==> src/rtl/wiper_pkg.sv <==
package wiper_pkg;

  // Which of the decoded byte locations a request targets
  typedef enum logic [1:0] {
    RGN_NONE,
    RGN_RSVD,
    RGN_CTRL,
    RGN_TAP
  } rgn_e;

  // Power-up recall sequence
  typedef enum logic [1:0] {
    RC_PRESET,
    RC_LOAD,
    RC_READY
  } rc_state_e;

endpackage

==> src/rtl/wiper_decode.sv <==
module wiper_decode
  import wiper_pkg::*;
#(
  parameter int ADDR_W = 11
) (
  input  logic [ADDR_W-1:0] addr,
  output rgn_e              rgn
);

  localparam int HI_W = ADDR_W - 2;

  logic in_window;

  assign in_window = (addr[ADDR_W-1:2] == {HI_W{1'b1}});

  always_comb begin
    rgn = RGN_NONE;
    if (in_window) begin
      unique case (addr[1:0])
        2'b11:   rgn = RGN_TAP;
        2'b10:   rgn = RGN_CTRL;
        default: rgn = RGN_RSVD;
      endcase
    end
  end

endmodule

==> src/rtl/wiper_recall.sv <==
module wiper_recall
  import wiper_pkg::*;
(
  input  logic clk,
  input  logic rst_n,
  input  logic pwr_good,
  output logic load_en,
  output logic done
);

  rc_state_e state_q, state_d;

  always_comb begin
    state_d = state_q;
    unique case (state_q)
      RC_PRESET: if (pwr_good) state_d = RC_LOAD;
      RC_LOAD:   state_d = RC_READY;
      default:   state_d = RC_READY;
    endcase
  end

  always_ff @(posedge clk or negedge rst_n) begin
    if (!rst_n) state_q <= RC_PRESET;
    else        state_q <= state_d;
  end

  assign load_en = (state_q == RC_LOAD);
  assign done    = (state_q == RC_READY);

endmodule

==> src/rtl/wiper_rdmux.sv <==
module wiper_rdmux
  import wiper_pkg::*;
#(
  parameter int DATA_W = 8,
  parameter int TAP_W  = 7
) (
  input  rgn_e              rgn,
  input  logic              vol_only,
  input  logic [TAP_W-1:0]  tap,
  input  logic [DATA_W-1:0] nv_byte,
  output logic [DATA_W-1:0] rd_byte
);

  localparam int PAD_W = DATA_W - TAP_W;

  always_comb begin
    unique case (rgn)
      RGN_TAP:  rd_byte = vol_only ? {{PAD_W{1'b0}}, tap}
                                   : {{PAD_W{1'b0}}, nv_byte[TAP_W-1:0]};
      RGN_CTRL: rd_byte = {vol_only, {(DATA_W-1){1'b0}}};
      default:  rd_byte = '0;
    endcase
  end

endmodule

==> src/rtl/wiper_tap_ctrl.sv <==
module wiper_tap_ctrl
  import wiper_pkg::*;
#(
  parameter int ADDR_W = 11,
  parameter int DATA_W = 8,
  parameter int TAP_W  = 7,
  parameter int PRESET = 64
) (
  input  logic              clk,
  input  logic              rst_n,
  input  logic              pwr_good,
  input  logic [DATA_W-1:0] nv_ivr,
  input  logic              req_valid,
  input  logic              req_write,
  input  logic [ADDR_W-1:0] req_addr,
  input  logic [DATA_W-1:0] req_wdata,
  output logic [TAP_W-1:0]  tap_code,
  output logic              recall_done,
  output logic              nv_wr_req,
  output logic [DATA_W-1:0] nv_wr_data,
  output logic              rd_valid,
  output logic [DATA_W-1:0] rd_data
);

  localparam int PAD_W = DATA_W - TAP_W;
  localparam logic [TAP_W-1:0] PRESET_CODE = TAP_W'(PRESET);

  rgn_e              rgn;
  logic              load_en;
  logic              accept;
  logic              wr_tap;
  logic              wr_ctrl;
  logic              rd_hit;
  logic [DATA_W-1:0] rd_byte;

  logic [TAP_W-1:0]  tap_q, tap_d;
  logic              flag_q, flag_d;
  logic              nvw_q, nvw_d;
  logic [DATA_W-1:0] nvd_q, nvd_d;
  logic              rdv_q, rdv_d;
  logic [DATA_W-1:0] rdd_q, rdd_d;

  wiper_decode #(.ADDR_W(ADDR_W)) u_decode (
    .addr (req_addr),
    .rgn  (rgn)
  );

  wiper_recall u_recall (
    .clk      (clk),
    .rst_n    (rst_n),
    .pwr_good (pwr_good),
    .load_en  (load_en),
    .done     (recall_done)
  );

  wiper_rdmux #(.DATA_W(DATA_W), .TAP_W(TAP_W)) u_rdmux (
    .rgn      (rgn),
    .vol_only (flag_q),
    .tap      (tap_q),
    .nv_byte  (nv_ivr),
    .rd_byte  (rd_byte)
  );

  // Request qualification: nothing is honoured before recall completes
  assign accept  = req_valid && recall_done;
  assign wr_tap  = accept && req_write && (rgn == RGN_TAP);
  assign wr_ctrl = accept && req_write && (rgn == RGN_CTRL)
                   && (req_wdata[DATA_W-2:0] == '0);
  assign rd_hit  = accept && !req_write && (rgn != RGN_NONE);

  always_comb begin
    tap_d  = tap_q;
    flag_d = flag_q;
    nvw_d  = 1'b0;
    nvd_d  = nvd_q;
    rdv_d  = rd_hit;
    rdd_d  = rdd_q;
    if (load_en) begin
      tap_d = nv_ivr[TAP_W-1:0];
    end else if (wr_tap) begin
      tap_d = req_wdata[TAP_W-1:0];
    end
    if (wr_ctrl) begin
      flag_d = req_wdata[DATA_W-1];
    end
    if (wr_tap && !flag_q) begin
      nvw_d = 1'b1;
      nvd_d = {{PAD_W{1'b0}}, req_wdata[TAP_W-1:0]};
    end
    if (rd_hit) begin
      rdd_d = rd_byte;
    end
  end

  always_ff @(posedge clk or negedge rst_n) begin
    if (!rst_n) begin
      tap_q  <= PRESET_CODE;
      flag_q <= 1'b0;
      nvw_q  <= 1'b0;
      nvd_q  <= '0;
      rdv_q  <= 1'b0;
      rdd_q  <= '0;
    end else begin
      tap_q  <= tap_d;
      flag_q <= flag_d;
      nvw_q  <= nvw_d;
      nvd_q  <= nvd_d;
      rdv_q  <= rdv_d;
      rdd_q  <= rdd_d;
    end
  end

  assign tap_code   = tap_q;
  assign nv_wr_req  = nvw_q;
  assign nv_wr_data = nvd_q;
  assign rd_valid   = rdv_q;
  assign rd_data    = rdd_q;

endmodule

==> config.mk <==
export PLATFORM = sky130hd
export DESIGN_NAME = wiper_tap_ctrl
export DESIGN_NICKNAME = d
export VERILOG_FILES = /design/src/rtl/wiper_pkg.sv /design/src/rtl/wiper_decode.sv /design/src/rtl/wiper_recall.sv /design/src/rtl/wiper_rdmux.sv /design/src/rtl/wiper_tap_ctrl.sv
export SDC_FILE = /design/constraint.sdc
export NUM_CORES = 1
export LEC_CHECK = 0
export ABC_AREA = 0
export BUFFER_PORTS_ARGS = -buffer_cell sky130_fd_sc_hd__buf_2
export CAP_MARGIN = 0
export CORE_MARGIN = 3
export CORE_UTILIZATION = 40
export CTS_BUF_LIST = sky130_fd_sc_hd__clkbuf_4 sky130_fd_sc_hd__clkbuf_8
export DETAILED_ROUTE_END_ITERATION = 16
export GPL_TIMING_DRIVEN = 0
export PLACE_DENSITY = 0.69
export RECOVER_POWER = 50
export SYNTH_ARGS = -nofsm -noshare
export SYNTH_HDL_FRONTEND = slang
export SYNTH_HIERARCHICAL = 1
export SYNTH_SLANG_ARGS = --single-unit
==> constraint.sdc <==
create_clock -name clk -period 2.7 [get_ports clk]
set_clock_uncertainty 0.2 [all_clocks]
set_input_delay 0.81 -clock clk [delete_from_list [all_inputs] [get_ports clk]]
set_output_delay 0.81 -clock clk [all_outputs]
set_load 0.02 [all_outputs]
---- Word-level counts from Yosys, hierarchy flattened ----
Cells that the tools add are included.
cells by class
  equal/unequal tests ..................... 8
  muxes and demuxes ....................... 9
  reductions and logical operators ........ 14
operator list
  kind                count
  $mux 7              3
  $pmux 8 s2          1
  $eq 2x2->1 const B  5
  $eq 9x9->1 const B  1
  $logic_and 1x1->1   8
  $logic_not 7->1     1
  $mux 2              3
  $pmux 2 s2          1
  $reduce_bool 2->1   2
  $eq 2x1->1 const B  1
  $logic_not 1->1     2
  $logic_not 2->1     1
  $ne 2x2->1 const B  1
  $mux 1              1
word-level totals
  register bits after elaboration ......... 27
  input port bits ......................... 32
  output and inout bits ................... 26
  word-level logic and storage cells ...... 38

---- Depth between registers and ports, before layout ----
Gate-level depths: netlist of the first run.
  depth after elaboration ................. 7
  mapped depth ............................ 7
  depth with buffers taken out ............ 6

---- Hierarchy ----
The synthesis of the first run kept the hierarchy.
modules (own cells, without submodules)
  module          times used  cells an instance  area each (um^2)  seq. area each (um^2)
  wiper_tap_ctrl  1           83                 1066.0            626.9
  wiper_rdmux     1           18                 118.9             0.0
  wiper_recall    1           6                  78.8              50.0
  wiper_decode    1           7                  51.3              0.0

---- Least setup slack after synthesis of the first run ----
OpenSTA, ideal clock, no wires.
  path kind ............................... input to register
  start point ............................. input port req_addr[3]
  end point ............................... register nvd_q[0] (netlist: nv_wr_data[0])
  setup time .............................. 0.125 ns
  data arrival time ....................... 2.249 ns
  data required time ...................... 2.375 ns
  slack ................................... 0.126 ns
  cell stages on the path ................. 7
  path buffers ............................ 1
  path through ............................ and4_1 nand3_2 nor3_2 buf_4 inv_2 nor3_4 mux2_2
on the way
  longest elaborated chain between the ends .. 5
ends and longest elaborated chain
  element               RTL line               text
  start, declared       wiper_tap_ctrl.sv:15   input logic [ADDR_W-1:0] req_addr,
  $eq 9x9->1            wiper_decode.sv:14     assign in_window = (addr[ADDR_W-1:2] == {HI_W{1'b1}});
  $mux 2                wiper_decode.sv:18     if (in_window) begin
  via rgn[0]            wiper_tap_ctrl.sv:28   rgn_e rgn;
  $eq 2x2->1            wiper_tap_ctrl.sv:66   assign wr_tap = accept && req_write && (rgn == RGN_TAP);
  $logic_and 1x1->1     wiper_tap_ctrl.sv:66
  $logic_and 1x1->1     wiper_tap_ctrl.sv:86   if (wr_tap && !flag_q) begin
  end signal, assigned  wiper_tap_ctrl.sv:107  nvd_q <= nvd_d;
  end, declared         wiper_tap_ctrl.sv:39   logic [DATA_W-1:0] nvd_q, nvd_d;
The timed path passes the listed nets, and every way through them passes these cells.
A chain may end at the register's enable or synchronous reset.

---- Final worst setup path of the first run ----
  start point ............................. input port req_addr[3]
  end point ............................... register nvd_q[5] (netlist: nv_wr_data[5])
Same word-level chain as after synthesis.

==> impl_metrics.toml, run 1 <==
[timing]
hold_slack_ns = 0.268
worstMarginPinSlew_ns = 1.41
max_freq_ghz = 0.396
fin_tns_setup_ns = 0
setup_viol = 0
maxSlewHeadroom = 0.0605
drv_slew = 0
fin_crit_sh = 0.936
period_needed_ns = 2.53
rsz0062_at_grt = "false"
finalHoldViolations = 0

[synth]
ys_ff_latch = 27
synth-main-ff-cell = "dfrtp_1"
synth-edff-count = 0
avgSynthCellArea_um2 = 11.5
netlist_instances = 114
synth-async-reset-ratio = 1.00
ys_top_cells_by_count = "dfrtp_1, mux2_2, nor2_1"
netlist_top_cells_area = "dfrtp_1, mux2_2, mux2i_1"
syn-num-nets = 146
synthesis.area_um2 = 1320
ys_types = 30
yosysMostFrequentCell = "dfrtp_1"
yosys_warnings = 6
synth_largest_area_cell = "dfrtp_1"
synth_top_area_frac = 0.495
ys_seq_area_frac = 0.515

[worst_setup_path]
worstPathRequired_ns = 2.72
crit_buf_inv = 1
critPathLaunchType = "primary input"
critPathMaxStageDelay_ns = 0.38
critPathArrivalTime_ns = 2.54
cpMaxStageDelayCell = "mux2_2"
reg2regPathDepth = 4
worstPathCellList = "buf_2 > and4_1 > nand3_2 > nor3_2 > nand4_2 > nor3_4 > mux2_2"
critPathMaxFanout = 8
path_class = "in -> reg"
path_delay_family = "simple AND/OR/NAND/NOR gates"
r2r_end = "nv_wr_data[5]$_DFFE_PN0P_"
worst-r2r-setup-slack_ns = 0.76
timing.rr.start = "u_recall/state_q[0]$_DFFE_PN0P_"
crit_path_end_kind = "flop"

[drt]
drt-met1-wl_mm = 1.35
first_pass_iters = 4
ant_nets = 0
drt_iter0_markers = 11
routed.top_layer = "met4"
vias = 1073
route.detailed.drc = 0
wl_met3_um = 193
met2_length_mm = 1.45
via_per_inst = 4.94
finalWirelength_mm = 3.01
wl_per_cell_um = 13.9

[cts]
cts_resized = 0
cts-root-buf = "clkbuf_4"
cts_tree = "built"
insertion_delay_ns = 0.33
post_cts_buffers = 0
hold_buffers = 0
numCtsBuffers = 3
clkTransAtPathRegs_ns = 0.15
clk_path_buf_depth = 2
cts_sinks = 27
h-tree-depth = 1

[die]
die_h_um = 63.3
die_width_um = 63.3
ios = 58
fp-row-count = 20
start_util = 0.424
fp.coreArea_um2 = 3100
dieArea_um2 = 4010

[run_status]
status = "completed"

[pwr]
p_int_uw = 594
powerDensity_nw_per_um2 = 520
combPwrFrac = 0.226
p_leak_uw = 0.000781
peakVddDrop_uv = 237
seqPwrFrac = 0.560
power_switching_uw = 270
p_sw_frac = 0.313
clkPwrFrac = 0.214

[global_route]
antenna_found_initial = 0
grt_first_pass_wirelength_mm = 5.07
gr-usage-all-layers = 0.158
grt_pass1_vias = 1096
grt_max_degree = 28
grt_overflow = 0

[finish]
regArea_um2 = 677
syn_to_final_growth_pct = 26.4
diodes = 0
drive_gt1_frac = 0.451
multi_input_area_um2 = 596
nFillCells = 311
design.final.nets = 206
fin_util = 0.535

[hold_path]
min_from = "u_recall/state_q[0]$_DFFE_PN0P_"
holdPathStages = 1
whs_endpoint = "u_recall/state_q[0]$_DFFE_PN0P_"
holdCritPathClass = "reg -> reg"

[placement]
io_buffer_count = 55
dpl.hpwl_mm = 2.45
gp_congestion = 0.753

[job]
max_cap_violations = 0
[cell families (layout without fill, tap and decap cells)]
| kind of cell | after synthesis | in the layout | synth area share |
|---|---|---|---|
| AND/OR/NAND/NOR | 34 | 34 | 0.167 |
| flip-flops | 27 | 27 | 0.515 |
| multiplexers | 23 | 23 | 0.190 |
| AO/OA/AOI/OAI | 22 | 22 | 0.0923 |
| buffers and inverters | 7 | 66 | 0.0323 |
| other | 1 | 1 | 0.00285 |
[layer usage]
metal | GRT usage | up-vias
li1 | - | 526
met1 | 0.200 | 507
met2 | 0.272 | 36
met3 | 0.0410 | 4
met4 | 0.0323 | 0
met5 | 0 | -
[cells in the final DEF, fill, tap and decap left out, types with 2 or more instances in the layout]
cell type | netlist | routed
o21ai_0 | 7 | 7
clkbuf_1 | 1 | 12
a31oi_1 | 7 | 7
mux2i_1 | 7 | 7
buf_4 | 2 | 2
nand3_1 | 2 | 2
nand2_1 | 2 | 2
buf_2 | 1 | 45
nor2_1 | 9 | 9
mux2_2 | 16 | 16
clkbuf_4 | 0 | 4
nor4_1 | 2 | 2
nor2b_1 | 8 | 8
a21oi_1 | 7 | 7
nor3_2 | 2 | 2
dfrtp_1 | 26 | 26
[final cells by class]
type | instances | area share
clock buffer | 4 | 0.0181
sequential | 27 | 0.407
inverter | 2 | 0.00452
multi-input combinational | 80 | 0.358
tap | 44 | 0.0331
buffer | 5 | 0.0211
timing repair buffer | 55 | 0.157
[worst reg2reg max path, delay by kind of cell (launching register included)]
kind	cells	cell delay (ns)
simple gates	3	0.81
flops	1	0.42
mux	1	0.38
[metrics by stage]
step,cells,setup WS (ns),total power (uW),area [um2]
finish,217,0.174,865,1660
global route,217,0.0593,911,1660
CTS,217,0.170,870,1680
detailed placement,213,-0.176,691,1650
global placement,213,-0.125,682,1650
floorplan,114,0.126,594,1320
[power by group through the flow]
| stage | clock [uW] | sequential [uW] | combinational, uW |
|---|---|---|---|
| 6_report | 185 | 484 | 196 |
| 5_1_grt | 207 | 492 | 212 |
| 4_1_cts | 187 | 485 | 198 |
| 3_5_place_dp | 0 | 493 | 198 |
| 3_3_place_gp | 0 | 490 | 192 |
| 2_1_floorplan | 0 | 540 | 53.8 |
[worst max path at each step]
| stage | slack [ns] | depth (start not counted) | start | to |
|---|---|---|---|---|
| floorplan | 0.13 | 7 | req_addr[3] | nv_wr_data[0]$_DFFE_PN0P_ |
| global placement | -0.13 | 7 | req_addr[3] | nv_wr_data[5]$_DFFE_PN0P_ |
| detailed placement | -0.18 | 7 | req_addr[3] | nv_wr_data[5]$_DFFE_PN0P_ |
| CTS | 0.17 | 7 | req_addr[3] | nv_wr_data[5]$_DFFE_PN0P_ |
| global route | 0.06 | 7 | req_addr[3] | nv_wr_data[0]$_DFFE_PN0P_ |
| finish | 0.17 | 7 | req_addr[3] | nv_wr_data[5]$_DFFE_PN0P_ |
[flip-flops by register name, indices dropped and copies added, names as in the netlist]
| signal | cells |
|---|---|
| rd_data | 8 |
| rd_valid | 1 |
| nv_wr_data | 7 |
| tap_code | 7 |
| u_recall/state_q | 2 |
| flag_q | 1 |
| nv_wr_req | 1 |
(Power assumes the default switching activity.)
==> inputs of run 2 (changes only) <==
CORE_UTILIZATION = 52   (was 40)
PLACE_DENSITY = 0.87   (was 0.69)
==> impl_metrics.toml, run 2 (same netlist as run 1, synthesis figures left out) <==
[run_status]
status = "completed"

[timing]
worstMarginPinSlew_ns = 1.40
drv_slew = 0
setup_viol = 0
rsz0062_at_grt = "false"
fin_crit_sh = 0.946
max_freq_ghz = 0.392
maxSlewHeadroom = 0.0664
period_needed_ns = 2.55
finalHoldViolations = 0

[hold_path]
min_from = "u_recall/state_q[0]$_DFFE_PN0P_"
holdCritPathClass = "reg -> reg"
holdPathStages = 1
whs_endpoint = "u_recall/state_q[0]$_DFFE_PN0P_"

[finish]
syn_to_final_growth_pct = 24.8
largest_register_ffs = 8
design.final.nets = 206
final_common_cell = "buf_2"
fin_cells = 201
drive_gt1_frac = 0.451
diodes = 0
nFillCells = 191
final_cell_mix = "buf_2, dfrtp_1, mux2_2, clkbuf_1, nor2_1"

[worst_setup_path]
reg2regPathDepth = 4
timing.rr.start = "u_recall/state_q[0]$_DFFE_PN0P_"
cpMaxStageDelayCell = "nor3_4"
path_delay_family = "simple AND/OR/NAND/NOR gates"
crit_path_end_kind = "flop"
crit_buf_inv = 1
crit_cells = 7
worst-r2r-setup-slack_ns = 0.74
worstPathCellList = "buf_2 > and4_1 > nand3_2 > nor3_2 > nand4_2 > nor3_4 > mux2_2"
critPathLaunchType = "primary input"
critPathMaxFanout = 8
r2r_end = "nv_wr_data[6]$_DFFE_PN0P_"
path_class = "in -> reg"
critPathMaxStageDelay_ns = 0.39
critPathArrivalTime_ns = 2.59
worstPathRequired_ns = 2.73

[cts]
clkTransAtPathRegs_ns = 0.14
cts_sinks = 27
hold_buffers = 0
h-tree-depth = 1
insertion_delay_ns = 0.34
cts_tree = "built"
post_cts_buffers = 0
cts_resized = 0
numCtsBuffers = 3
clk_path_buf_depth = 2
cts-root-buf = "clkbuf_4"

[placement]
dpl.cell_count = 197
gp_congestion = 0.749
io_buffer_count = 55
dpl.hpwl_mm = 2.43

[drt]
via_per_inst = 5.55
route.detailed.drc = 0
wl_per_cell_um = 15.0
first_pass_iters = 4
drt_iter0_markers = 30
ant_nets = 0
vias = 1116
finalWirelength_mm = 3.02

[global_route]
grt_pass1_vias = 1142
grt_overflow = 0
grt_first_pass_wirelength_mm = 5.23
grt_max_degree = 28
gr-usage-all-layers = 0.206
antenna_found_initial = 0

[pwr]
total_power_uw = 864
powerDensity_nw_per_um2 = 526
p_leak_uw = 0.000779
peakVddDrop_uv = 393

[die]
die_h_um = 56.3
die_width_um = 56.3
fp-row-count = 17
fp.coreArea_um2 = 2300
start_util = 0.572
dieArea_um2 = 3170
ios = 58

[job]
max_cap_violations = 0
## run 2: cell types whose count changed in the layout (fill, tap and decap cells not counted)
| cell | change |
|---|---|
| clkbuf_4 | -1 |
| clkinvlp_4 | +1 |
## run 2: worst register-to-register path: cells and delay by family (launching register included)
kind | cells | cell delay, ns
DFF | 1 | 0.42
and+or+nand+nor | 3 | 0.86
muxes | 1 | 0.39
## run 2: cell type report
class / instances / area (um2) / area share
Tap cell: 28 / 35.0 / 0.0213
Clock buffer: 3 / 22.5 / 0.0137
Clock inverter: 1 / 7.51 / 0.00457
Timing Repair Buffer: 55 / 262 / 0.159
Buffer: 5 / 35.0 / 0.0213
Sequential cell: 27 / 677 / 0.412
Multi-Input combinational cell: 80 / 596 / 0.363
Inverter: 2 / 7.51 / 0.00457
## run 2: how the worst max path moves through the flow
stage	from	end	slack, ns
3_5_place_dp	req_addr[3]	nv_wr_data[6]$_DFFE_PN0P_	-0.22
4_1_cts	req_addr[3]	nv_wr_data[6]$_DFFE_PN0P_	0.13
6_report	req_addr[3]	nv_wr_data[6]$_DFFE_PN0P_	0.15
3_3_place_gp	req_addr[3]	nv_wr_data[5]$_DFFE_PN0P_	-0.13
5_1_grt	req_addr[3]	nv_wr_data[6]$_DFFE_PN0P_	0.01
2_1_floorplan	req_addr[3]	nv_wr_data[0]$_DFFE_PN0P_	0.13
## run 2: per-stage QoR
step,util,setup slack (ns),cell area [um2],hold WS [ns],TNS [ns]
after floorplan,-,0.126,1320,0.229,0
after global placement,0.708,-0.132,1630,0.248,-1.61
after global routing,0.715,0.0119,1640,0.295,0
after detailed placement,0.708,-0.224,1630,0.257,-2.72
final,0.715,0.146,1640,0.277,0
after CTS,0.721,0.131,1660,0.264,0
## run 2: power breakdown
part / leakage, uW / switching [uW] / internal [uW]
Clock: 0.0000139 / 126 / 56.9
Sequential: 0.000353 / 32.2 / 452
Combinational: 0.000412 / 125 / 72.4
## run 2: routing by layer
layer	global-route usage	up-vias	part of all wire	routed length, um
met5	0	-	0	0
met4	0.0610	0	0.014	41
met3	0.0299	5	0.065	197
met2	0.362	45	0.50	1520
met1	0.260	541	0.42	1260
li1	-	525	-	-
